--- src/rtl/mw_serial_master.sv ---
module mw_serial_master #(
  parameter int DW = 16,
  parameter int NCS = 4
) (
  input  logic          clk,
  input  logic          rst_n,
  input  logic          tick,
  input  logic          wr_en,
  input  logic          rd_en,
  input  logic [2:0]    addr,
  input  logic [DW-1:0] wdata,
  output logic [DW-1:0] rdata,
  output logic          sclk,
  output logic          sdo,
  input  logic          sdi,
  output logic [NCS-1:0] cs_out
);
  localparam int CW = $clog2(DW + 1);
  localparam int BW = CW + 1;

  function automatic logic [CW-1:0] clamp_len(input logic [4:0] v);
    return (v > 5'(DW)) ? CW'(DW) : CW'(v);
  endfunction

  logic [DW-1:0] tx_data, rx_data;
  logic [DW-1:0] sreg [5];
  logic          ready, busy, cs_act, phase;
  logic [1:0]    cs_idx, tcnt, div, mode;
  logic [4:0]    ntx_f, nrx_f;
  logic [CW-1:0] tx_n, rx_n;
  logic [BW-1:0] bit_idx;
  logic [DW:0]   sh;

  wire [CW-1:0] go_tx = clamp_len(wdata[9:5]);
  wire [CW-1:0] go_rx = clamp_len(wdata[4:0]);
  wire          csr_wr = wr_en && addr == 3'd1 && !busy;
  wire          go = csr_wr && wdata[13] && ({1'b0, go_tx} + {1'b0, go_rx} != '0);
  wire [DW-1:0] sel = wdata[11] ? sreg[1] : sreg[0];
  wire [1:0]    lat_mode = wdata[10] ? sel[7:6] : sel[1:0];
  wire [1:0]    lat_div = wdata[10] ? sel[10:9] : sel[4:3];
  wire [1:0]    lim = (div == 2'd0) ? 2'd0 : (div == 2'd1) ? 2'd1 : 2'd3;
  wire [BW-1:0] total = {1'b0, tx_n} + {1'b0, rx_n};
  wire          edge_ev = busy && tick && tcnt == lim;
  wire          mid_ev = edge_ev && !phase;
  wire          end_ev = edge_ev && phase;
  wire          in_tx = bit_idx < {1'b0, tx_n};
  wire          last = end_ev && bit_idx == total - 1'b1;
  wire          drive_ev = in_tx && (mode[1] ? mid_ev : end_ev);
  wire          samp_ev = !in_tx && (mode[0] ? end_ev : mid_ev);
  wire          rd_rx = rd_en && addr == 3'd0;

  always_ff @(posedge clk or negedge rst_n) begin
    if (!rst_n) begin
      tx_data <= '0; rx_data <= '0; ready <= 1'b0; busy <= 1'b0;
      cs_act <= 1'b0; cs_idx <= '0; ntx_f <= '0; nrx_f <= '0;
      tx_n <= '0; rx_n <= '0; bit_idx <= '0; phase <= 1'b0; tcnt <= '0;
      div <= '0; mode <= '0; sh <= '0;
      for (int k = 0; k < 5; k++) sreg[k] <= '0;
    end else begin
      if (wr_en && addr == 3'd0) tx_data <= wdata;
      for (int k = 0; k < 5; k++)
        if (wr_en && addr == 3'(k + 2)) sreg[k] <= wdata;
      if (csr_wr) begin
        cs_act <= wdata[12];
        cs_idx <= wdata[11:10];
        ntx_f  <= wdata[9:5];
        nrx_f  <= wdata[4:0];
      end
      if (go) begin
        busy <= 1'b1; phase <= 1'b0; tcnt <= '0; bit_idx <= '0;
        tx_n <= go_tx; rx_n <= go_rx; mode <= lat_mode; div <= lat_div;
        sh <= lat_mode[1] ? {1'b0, tx_data} : {tx_data, 1'b0};
        if (go_rx != '0) rx_data <= '0;
      end else if (busy && tick) begin
        if (edge_ev) begin
          phase <= ~phase;
          tcnt  <= '0;
        end else begin
          tcnt <= tcnt + 1'b1;
        end
        if (end_ev) begin
          if (last) busy <= 1'b0;
          else bit_idx <= bit_idx + 1'b1;
        end
        if (drive_ev) sh <= {sh[DW-1:0], 1'b0};
        if (samp_ev) rx_data <= {rx_data[DW-2:0], sdi};
      end
      if (last && rx_n != '0) ready <= 1'b1;
      else if (rd_rx) ready <= 1'b0;
    end
  end

  assign sclk = sreg[3][0] ^ (busy & phase);
  assign sdo  = busy && in_tx && sh[DW];

  for (genvar i = 0; i < NCS; i++) begin : g_cs
    wire pol = sreg[i / 2][6 * (i % 2) + 2];
    assign cs_out[i] = pol ? (cs_act && cs_idx == 2'(i)) : !(cs_act && cs_idx == 2'(i));
  end

  always_comb begin
    case (addr)
      3'd0: rdata = rx_data;
      3'd1: rdata = {ready, busy, 1'b0, cs_act, cs_idx, ntx_f, nrx_f};
      3'd2, 3'd3, 3'd4, 3'd5, 3'd6: rdata = sreg[addr - 3'd2];
      default: rdata = '0;
    endcase
  end

  a_r3_busy_after_start: assert property (@(posedge clk) disable iff (!rst_n)
    go |=> busy);
  a_r9_csr_locked: assert property (@(posedge clk) disable iff (!rst_n)
    (busy && wr_en && addr == 3'd1) |=> $stable({cs_act, cs_idx}));
  a_r8_set_wins: assert property (@(posedge clk) disable iff (!rst_n)
    (last && rx_n != '0) |=> ready);
  a_r8_read_clears: assert property (@(posedge clk) disable iff (!rst_n)
    (rd_rx && !(last && rx_n != '0)) |=> !ready);
  a_r4_sclk_steady: assert property (@(posedge clk) disable iff (!rst_n)
    (busy && !edge_ev && !wr_en) |=> $stable(sclk));
  a_r7_bit_bound: assert property (@(posedge clk) disable iff (!rst_n)
    busy |-> bit_idx < total);
endmodule

--- config.mk ---
export PLATFORM = sky130hd
export DESIGN_NAME = mw_serial_master
export DESIGN_NICKNAME = d
export VERILOG_FILES = /design/src/rtl/mw_serial_master.sv
export SDC_FILE = /design/constraint.sdc
export NUM_CORES = 1
export LEC_CHECK = 0
export ABC_CLOCK_PERIOD_IN_PS = 5500
export BUFFER_PORTS_ARGS = -buffer_cell sky130_fd_sc_hd__clkbuf_2
export CAP_MARGIN = 40
export CORE_MARGIN = 5
export CORE_UTILIZATION = 60
export CTS_CLUSTER_DIAMETER = 200
export CTS_CLUSTER_SIZE = 12
export DETAILED_ROUTE_END_ITERATION = 16
export PLACE_DENSITY = 0.79
export RECOVER_POWER = 100
export SYNTH_ARGS = -nofsm -noshare
export SYNTH_HDL_FRONTEND = slang
export SYNTH_SLANG_ARGS = --single-unit
export TNS_END_PERCENT = 20
--- constraint.sdc ---
create_clock -name clk -period 5.5 [get_ports clk]
set_input_delay 1.1 -clock clk [delete_from_list [all_inputs] [get_ports clk]]
set_output_delay 1.1 -clock clk [all_outputs]
set_load 0.05 [all_outputs]
==> flow_summary_export.csv, run 1 <==
group,metric,value,unit
outcome,status,"complete, but fails checks",
outcome,failed_checks,"capacitance limit, slew limit",
sta,fmax,0.2093,GHz
synthesis,synth_top_area_cell,"dfrtp_1",
global_route,grt_max_degree,59,
power,p_sw,1297,uW
clock_network,post_cts_buffers,0,
synthesis,ys_types,52,
placed_design,port_buffers,46,
power,p_int,2616,uW
clock_network,cts_buffers,17,
min_path,hp-start,"sh[0]",
clock_network,cts_root_buffer,"clkbuf_16",
setup_path,crit_fanout,24,
setup_path,crit_buf_inv,2,
layout,area_growth,10.87,%
synthesis,syn_inst,710,
power,combinationalPowerShare,0.265,
floorplanning,start_util,0.6057,
synthesis,syn_nets,756,
floorplanning,coreArea,13720,um^2
job,maxCapViolCount,1,
setup_path,path_cells,"clkbuf_1 -> and2_1 -> a22oi_1 -> o211ai_1 -> clkbuf_1",
setup_path,reg2reg_slack,2.39,ns
drt,viasPerCell,6.265,
power,switching_share,0.3314,
sta,fin_crit_sh,0.8687,
synthesis,synthFlopType,"dfrtp_1",
sta,slew_headroom,-0.9586,
synthesis,synth.top_cells.by_area,"dfrtp_1 (50%), mux2_2 (15%), nand2_1 (4.7%)",
sta,worst_pin_slew,2.938,ns
layout,antenna_cells,0,
floorplanning,die_y,127.7,um
layout,layout-drive-gt1-share,0.2632,
sta,slew_viol_final,57,
drt,drtIter0Drc,461,
placed_design,globalplace.congestion,1.020,
power,pwr-share-clk,0.298,
clock_network,cts-hold-fix-buffers,0,
layout,utilization,0.6716,
global_route,grt_pass1_vias,6172,
drt,num_vias,5864,
setup_path,worstPathArrival,3.68,ns
synthesis,seq_area_frac_synth,0.5029,
layout,fin_nets,789,
setup_path,crit_start,"addr[1]",
drt,wl_per_cell,21.80,um
setup_path,reg2reg_depth,12,
sta,setup-tns-final,0,ns
sta,finalHoldViolCount,0,
sta,rsz0062_at_grt,"no",
power,power_density,424.7,nW/um^2
setup_path,timing.rr.end,"bit_idx[5]",
min_path,min_to,"sh[1]",
clock_network,tritoncts,"yes",
min_path,hold_depth,2,
setup_path,critPathSlowestCell,"clkbuf_1",
clock_network,cts_buffer_depth,2,
synthesis,avgSynthCellArea,11.70,um^2
clock_network,post_cts_resized,0,
sta,holdWs,0.4936,ns
synthesis,synth_edf_count,0,
synthesis,syn_area,8310,um^2
drt,drt-total-wl,20400,um
sta,setup_viol,0,
layout,fill_cells,997,
floorplanning,die_area,16300,um^2
global_route,grt_pass1_wl,33730,um
synthesis,ys.warnings.count,0,
synthesis,ys_async_sr_fraction,1.000,
min_path,hp-class,"reg2reg",
drt,drc_errors,0,
power,leakage,0.004147,uW
global_route,grt_overflow,0,
setup_path,path_class,"in2out",
setup_path,critical_path_required,4.40,ns
setup_path,cp-end-kind,"output pin",
setup_path,max_stage_delay,0.96,ns
global_route,grt_use_total,0.2691,
synthesis,synth_common_cells,"dfrtp_1 (167), mux2_2 (111), nand2_1 (105)",
placed_design,dp_hpwl,13750,um
setup_path,r2r_start,"tx_n[1]",
drt,drtPass1Iterations,5,
sta,period_minus_slack,4.778,ns
floorplanning,fp.dieW,127.7,um
synthesis,synth-seq-cells,167,
setup_path,path_common_cell,"clkbuf_1",
synthesis,yosys.area.top_type_share,0.5029,
power,max-vdd-ir-drop,0.2644,mV
synthesis,synth_most_common_cell,"dfrtp_1",
global_route,antenna_found_initial,0,
sta,finClkSkew,0.006264,ns
setup_path,crit_family,"buffers and inverters",
power,p_seq_frac,0.438,
clock_network,clk_pin_slew_worst_paths,0.06,ns
floorplanning,row_count,43,
clock_network,clock-sinks,167,
drt,antenna_left,0,
setup_path,setup.worst_path.start_class,"input pin",
floorplanning,io_pins,47,
clock_network,cts.htree.levels,4,
clock_network,insertion_delay,0.42,ns
layer usage:
metal  global-route usage  wire, um
met5                    0         0
met3              0.05458      1295
met2               0.4407     10060
met4               0.1049       701
met1               0.3563      8348
metrics by stage:
| step | power [uW] | cells | cell area (um^2) | setup slack (ns) |
|---|---|---|---|---|
| 3_5_place_dp | 2770 | 904 | 8695 | 1.369 |
| 5_1_grt | 4117 | 936 | 9214 | 0.6204 |
| 2_1_floorplan | 2479 | 710 | 8310 | 1.352 |
| 3_3_place_gp | 2699 | 901 | 8645 | 1.348 |
| 6_report | 3913 | 936 | 9214 | 0.7223 |
| 4_1_cts | 3939 | 936 | 9280 | 1.328 |
sequential cells by signal, indices dropped and copies added, names as in the netlist, 2 cells and up:
name and cells:
ntx_f 5, tx_data 16, tx_n 5, nrx_f 5, rx_n 5, cs_idx 2, g_cs.pol 4, tcnt 2
div 2, sreg 76, rx_data 16, mode 2, sh 17, bit_idx 6
how the worst max path moves through the flow:
stage | to | slack [ns] | cells past startpoint
after floorplan | rdata[13] | 1.35 | 5
after global placement | rdata[15] | 1.35 | 5
after detailed placement | rdata[11] | 1.37 | 5
after CTS | rdata[11] | 1.33 | 5
after global routing | rdata[4] | 0.62 | 5
final | rdata[6] | 0.72 | 5
cell usage in the layout, fill, tap and decap left out, types with 3 or more instances in the layout:
master,Yosys,layout
buf_4,0,7
clkbuf_2,0,34
clkinvlp_4,0,4
a21oi_1,17,17
a22o_1,16,16
mux2_1,0,4
nand3_1,8,8
dfrtp_1,167,167
nand3b_1,3,3
xnor2_1,8,8
mux2_2,111,107
and3_1,3,3
o21ai_0,16,16
nand2b_1,4,4
o211ai_1,8,8
a211oi_1,3,3
nor2b_1,15,15
mux2i_1,19,19
nor2_1,15,16
ha_1,19,19
o221ai_1,23,23
nand2_1,105,105
clkbuf_8,0,3
mux4_2,11,11
inv_1,23,23
a22oi_1,16,16
clkbuf_16,0,17
clkbuf_1,21,17
nor3_1,5,7
xor2_1,10,10
a21o_1,3,3
nand4_1,4,4
a222oi_1,3,3
tightest hold or removal path, delay by kind of cell (launching register included):
kind             cells  cell delay, ns
flip-flops           1            0.35
AO/OA/AOI/OAI        1            0.06
AND/OR/NAND/NOR      1            0.05
cells by family after synthesis:
| logic type | share of synthesized area |
|---|---|
| adders and majority gates | 0.03342 |
| xor gates and xnor gates | 0.01897 |
| and+or+nand+nor | 0.1028 |
| DFF | 0.5029 |
| muxes | 0.2031 |
| buffers and inverters | 0.03568 |
| AOI/OAI and AO/OA | 0.1031 |
power by group through the flow:
| stage | logic (uW) | clock network (uW) | registers (uW) |
|---|---|---|---|
| finish | 1040 | 1170 | 1710 |
| global route | 1140 | 1230 | 1750 |
| CTS | 1050 | 1180 | 1710 |
| detailed placement | 1050 | 0 | 1720 |
| global placement | 992 | 0 | 1710 |
| floorplan | 831 | 0 | 1650 |
layout make-up:
cell class	instances	area [um^2]	share of cell area
repair buffers	60	321.6	0.03490
well taps	180	225.2	0.02444
flip-flops and latches	167	4179	0.4536
inverters	23	86.33	0.009370
clock inverters	12	118.9	0.01290
clock buffers	20	466.7	0.05065
multi-input cells	474	3816	0.4142
No activity file was read; power rests on OpenSTA's default activity.
==> inputs of run 2 (changes only) <==
--- a/constraint.sdc
+++ b/constraint.sdc
@@ -3,2 +3,2 @@
 set_output_delay 1.1 -clock clk [all_outputs]
-set_load 0.05 [all_outputs]
+set_load 0.02 [all_outputs]
==> run 2 against run 1 <==
  * The run still ends with capacitance limit, slew limit left
  * Clock-buffer cell count down 3
  * Clock skew increased by 0.0030 ns
  * Cell area is 0.61% lower
  * Core utilization decreased by 0.41 points
  * Maximum frequency increased by 2.2%
  * Hold slack worse by 0.0080 ns
  * Sequential cell count is the same
  * Sequential share of layout area increased by 0.28 points
  * Sequential power hardly changed
  * Die area is the same
==> flow_summary_export.csv, run 2 (synthesis gave the netlist of run 1 again) <==
group,metric,value,unit
sta,setup-tns-final,0,ns
global_route,grt_pass1_vias,6110,
global_route,grt_use_total,0.2610,
placed_design,dp_hpwl,13800,um
layout,final_cell_area,9158,um^2
layout,area_growth,10.19,%
job,maxCapViolCount,3,
clock_network,tritoncts,"yes",
sta,fin_crit_sh,0.8503,
clock_network,clock-sinks,167,
power,leakage,0.004085,uW
setup_path,critPathSlowestCell,"clkbuf_1",
drt,drc_errors,0,
sta,slew_headroom,-0.9146,
setup_path,worstPathArrival,3.58,ns
drt,drt-total-wl,20460,um
drt,drtPass1Iterations,5,
layout,antenna_cells,0,
layout,largest_register_ffs,76,
placed_design,pre_cts_slack,1.284,ns
clock_network,post_cts_resized,0,
sta,rsz0062_at_grt,"no",
clock_network,insertion_delay,0.43,ns
clock_network,cts.htree.levels,4,
drt,drtIter0Drc,539,
setup_path,path_common_cell,"clkbuf_1",
layout,regMostFlops,"sreg",
placed_design,place_area,8667,um^2
setup_path,cp-end-kind,"output pin",
clock_network,cts_buffer_depth,2,
floorplanning,coreArea,13720,um^2
floorplanning,io_pins,47,
floorplanning,row_count,43,
sta,fmax,0.2138,GHz
setup_path,path_class,"in2out",
power,power_density,415.1,nW/um^2
setup_path,max_stage_delay,1.13,ns
setup_path,crit_buf_inv,2,
drt,viasPerCell,6.338,
clock_network,cts_root_buffer,"clkbuf_16",
placed_design,globalplace.congestion,0.9322,
clock_network,cts-hold-fix-buffers,0,
setup_path,reg2reg_slack,2.43,ns
floorplanning,die_y,127.7,um
layout,final_common_cell,"dfrtp_1",
clock_network,post_cts_buffers,0,
setup_path,crit_fanout,29,
floorplanning,fp.dieW,127.7,um
min_path,min_to,"nrx_f[0]",
global_route,grt_overflow,0,
min_path,hp-start,"nrx_f[0]",
setup_path,critical_path_required,4.40,ns
sta,finalHoldViolCount,0,
layout,top_regs,"sreg (76), sh (17)",
min_path,hold_depth,2,
layout,layout-drive-gt1-share,0.2493,
drt,num_vias,5920,
sta,period_minus_slack,4.677,ns
drt,wl_per_cell,21.91,um
placed_design,port_buffers,46,
setup_path,setup.worst_path.start_class,"input pin",
layout,most-common-layout-cells,"dfrtp_1 (167), mux2_2 (110), nand2_1 (105)",
layout,fin_nets,787,
global_route,antenna_found_initial,0,
floorplanning,start_util,0.6057,
sta,slew_viol_final,131,
power,max-vdd-ir-drop,0.2568,mV
sta,setup_viol,0,
setup_path,reg2reg_depth,12,
global_route,grt_pass1_wl,32540,um
drt,antenna_left,0,
setup_path,timing.rr.end,"bit_idx[4]",
setup_path,path_cells,"clkbuf_1 -> nor3b_4 -> nand2_1 -> o211ai_1 -> clkbuf_1",
floorplanning,die_area,16300,um^2
global_route,grt_max_degree,71,
min_path,hp-class,"reg2reg",
clock_network,cts_buffers,17,
setup_path,r2r_start,"tx_n[1]",
sta,worst_pin_slew,2.872,ns
sta,setup_ws,0.8235,ns
clock_network,clk_pin_slew_worst_paths,0.07,ns
outcome,failed_checks,"capacitance limit, slew limit",
outcome,status,"complete, but fails checks",
sta,finClkSkew,0.009295,ns
setup_path,crit_family,"buffers and inverters",
[run 2: routing by layer]
layer  part of all wire  vias to the layer above  global-route usage
li1                   -                     2616                   -
met1               0.41                     2988              0.3387
met2               0.48                      248              0.4175
met3              0.059                       68             0.05917
met4              0.045                        0              0.1286
met5                  0                        -                   0
[run 2: layout make-up]
| cell class | instances | area (um^2) |
|---|---|---|
| multi-input cells | 474 | 3816 |
| inverters | 23 | 86.33 |
| clock inverters | 15 | 142.6 |
| clock buffers | 17 | 425.4 |
| flip-flops and latches | 167 | 4179 |
| well taps | 180 | 225.2 |
| fillers | 1037 | 4562 |
| repair buffers | 58 | 282.8 |
[run 2: through the flow]
step / power, uW / std cells / util / hold slack [ns]
after floorplan: 2383 / 710 / - / 0.4455
after global placement: 2605 / 900 / 0.6295 / 0.4613
after detailed placement: 2680 / 902 / 0.6317 / 0.4712
after CTS: 3830 / 934 / 0.6731 / 0.4874
after global routing: 3992 / 934 / 0.6675 / 0.5142
final: 3801 / 934 / 0.6675 / 0.4856
[run 2: how the worst max path moves through the flow]
stage / to / slack [ns] / cells past startpoint / startpoint
floorplan: rdata[13] / 1.96 / 5 / addr[1]
global placement: rx_data[6] / 1.41 / 8 / addr[0]
detailed placement: rx_data[13] / 1.28 / 8 / addr[0]
CTS: rdata[6] / 1.39 / 5 / addr[1]
global route: rdata[6] / 0.68 / 5 / addr[0]
finish: rdata[6] / 0.82 / 5 / addr[0]
[run 2: power breakdown]
group / leakage, uW / switching (uW) / internal (uW) / total [uW]
registers: 0.00208 / 214 / 1500 / 1720
logic: 0.00173 / 495 / 443 / 938
clock network: 0.000269 / 515 / 631 / 1150
[run 2: worst register-to-register path, delay by kind of cell (launching register included)]
family | cells | cell delay, ns
adder cells (fa/ha/maj) | 3 | 0.94
AND/OR/NAND/NOR | 3 | 0.87
flip-flops | 1 | 0.35
AO/OA/AOI/OAI | 1 | 0.27
multiplexers | 1 | 0.20
buffers and inverters | 3 | 0.18
XOR/XNOR | 1 | 0.17
==> inputs of run 3 (changes only) <==
Settings changed: CORE_UTILIZATION 60 to 35, PLACE_DENSITY 0.79 to default.
==> run 3 against run 2 <==
  * Combinational power fell by 1%
  * Die area increased by 65%
  * Maximum frequency grew 7.0%
  * The flow still finishes with violations (capacitance limit, slew limit)
  * First-iteration DRC count shrank 30%
  * Largest cell class unchanged
  * Power increased by 1.3%
  * Wire length up 4.1%
  * Sequential power hardly changed
  * Non-clock buffer count increased by 2
  * Via count shrank 3.9%
==> flow_summary_export.csv, run 3 (synthesis gave the netlist of run 1 again) <==
group,metric,value,unit
sta,setup_ws,1.130,ns
layout,area_growth,12.87,%
setup_path,max_stage_delay,0.87,ns
setup_path,crit_fanout,16,
layout,final_common_cell,"dfrtp_1",
sta,fin_crit_sh,0.7946,
placed_design,port_buffers,46,
power,power_density,410.5,nW/um^2
setup_path,path_cells,"clkbuf_1 -> and2_0 -> a22oi_1 -> o221ai_1 -> clkbuf_1",
sta,worst_pin_slew,2.227,ns
power,max-vdd-ir-drop,0.2317,mV
sta,period_minus_slack,4.370,ns
sta,finClkSkew,0.01078,ns
global_route,grt_use_total,0.1642,
min_path,hp-start,"nrx_f[2]",
placed_design,globalplace.congestion,0.8374,
layout,antenna_cells,0,
layout,largest_register_ffs,76,
layout,regMostFlops,"sreg",
setup_path,cp-end-kind,"output pin",
drt,drt-total-wl,21290,um
min_path,hp-class,"reg2reg",
floorplanning,coreArea,23400,um^2
layout,most-common-layout-cells,"dfrtp_1 (167), mux2_2 (111), nand2_1 (105)",
setup_path,timing.rr.end,"bit_idx[5]",
floorplanning,fp.dieW,164.1,um
setup_path,critical_path_required,4.40,ns
floorplanning,start_util,0.3551,
floorplanning,io_pins,47,
global_route,grt_overflow,0,
setup_path,path_class,"in2out",
clock_network,cts_buffers,17,
drt,viasPerCell,5.291,
sta,finalHoldViolCount,0,
min_path,hold_depth,2,
clock_network,cts_buffer_depth,2,
setup_path,r2r_start,"rx_n[1]",
sta,slew_headroom,-0.4843,
clock_network,cts-hold-fix-buffers,0,
floorplanning,die_area,26930,um^2
placed_design,pre_cts_slack,1.529,ns
drt,drtIter0Drc,376,
setup_path,setup.worst_path.start_class,"input pin",
clock_network,cts_root_buffer,"clkbuf_16",
drt,drtPass1Iterations,6,
sta,setup_viol,0,
outcome,failed_checks,"capacitance limit, slew limit",
sta,holdWs,0.4813,ns
floorplanning,die_y,164.1,um
setup_path,crit_family,"simple AND/OR/NAND/NOR gates",
sta,rsz0062_at_grt,"no",
sta,setup-tns-final,0,ns
clock_network,clock-sinks,167,
job,maxCapViolCount,1,
clock_network,insertion_delay,0.43,ns
placed_design,dp_hpwl,14270,um
outcome,status,"complete, but fails checks",
setup_path,worstPathArrival,3.27,ns
sta,slew_viol_final,88,
setup_path,path_common_cell,"clkbuf_1",
clock_network,post_cts_resized,0,
clock_network,post_cts_buffers,0,
clock_network,cts.htree.levels,4,
clock_network,tritoncts,"yes",
global_route,grt_max_degree,88,
global_route,grt_pass1_vias,5736,
setup_path,reg2reg_slack,2.62,ns
clock_network,clk_pin_slew_worst_paths,0.07,ns
drt,wl_per_cell,19.81,um
setup_path,reg2reg_depth,12,
min_path,min_to,"nrx_f[2]",
setup_path,crit_buf_inv,2,
drt,drc_errors,0,
setup_path,critPathSlowestCell,"and2_0",
power,leakage,0.004123,uW
global_route,grt_pass1_wl,33720,um
floorplanning,row_count,56,
layout,top_regs,"sreg (76), sh (17)",
global_route,antenna_found_initial,0,
drt,antenna_left,0,
sta,fmax,0.2288,GHz
layout,fin_nets,789,
layout,utilization,0.4008,
drt,num_vias,5688,
layout,layout-drive-gt1-share,0.2526,
run 3: layer usage:
| metal | global-route usage | vias to the layer above | part of all wire |
|---|---|---|---|
| met3 | 0.03639 | 12 | 0.045 |
| li1 | - | 2620 | - |
| met1 | 0.2252 | 2923 | 0.46 |
| met5 | 0 | - | 0 |
| met2 | 0.2704 | 133 | 0.49 |
| met4 | 0.03126 | 0 | 0.0069 |
run 3: area by class of cell:
type	instances	area (um^2)
multi-input combinational	474	3816
clock inverter	15	172.7
inverter	23	86.33
tap	319	399.1
sequential	167	4179
clock buffer	17	425.4
timing repair buffer	60	301.5
fill	2336	14020
run 3: stage by stage:
step	power, uW	area, um^2	instances
2_1_floorplan	2383	8310	710
3_3_place_gp	2646	8831	1040
3_5_place_dp	2674	8872	1043
4_1_cts	3904	9470	1075
5_1_grt	4075	9380	1075
6_report	3850	9380	1075
run 3: tightest hold or removal path, delay by kind of cell, from the launching register on:
family	cells	cell delay, ns
AND/OR/NAND/NOR	2	0.11
flip-flops	1	0.34
run 3: where the power goes:
part,internal (uW),switching (uW)
logic,442,483
clock network,652,571
registers,1500,200
total,2600,1250
run 3: worst max path at each step:
stage,end,cells after the start,start,slack (ns)
6_report,rdata[9],5,addr[1],1.13
5_1_grt,rdata[9],5,addr[1],0.98
4_1_cts,rdata[9],8,addr[2],1.54
3_5_place_dp,sh[0],10,wdata[6],1.53
3_3_place_gp,rdata[9],7,addr[2],1.20
2_1_floorplan,rdata[13],5,addr[1],1.96
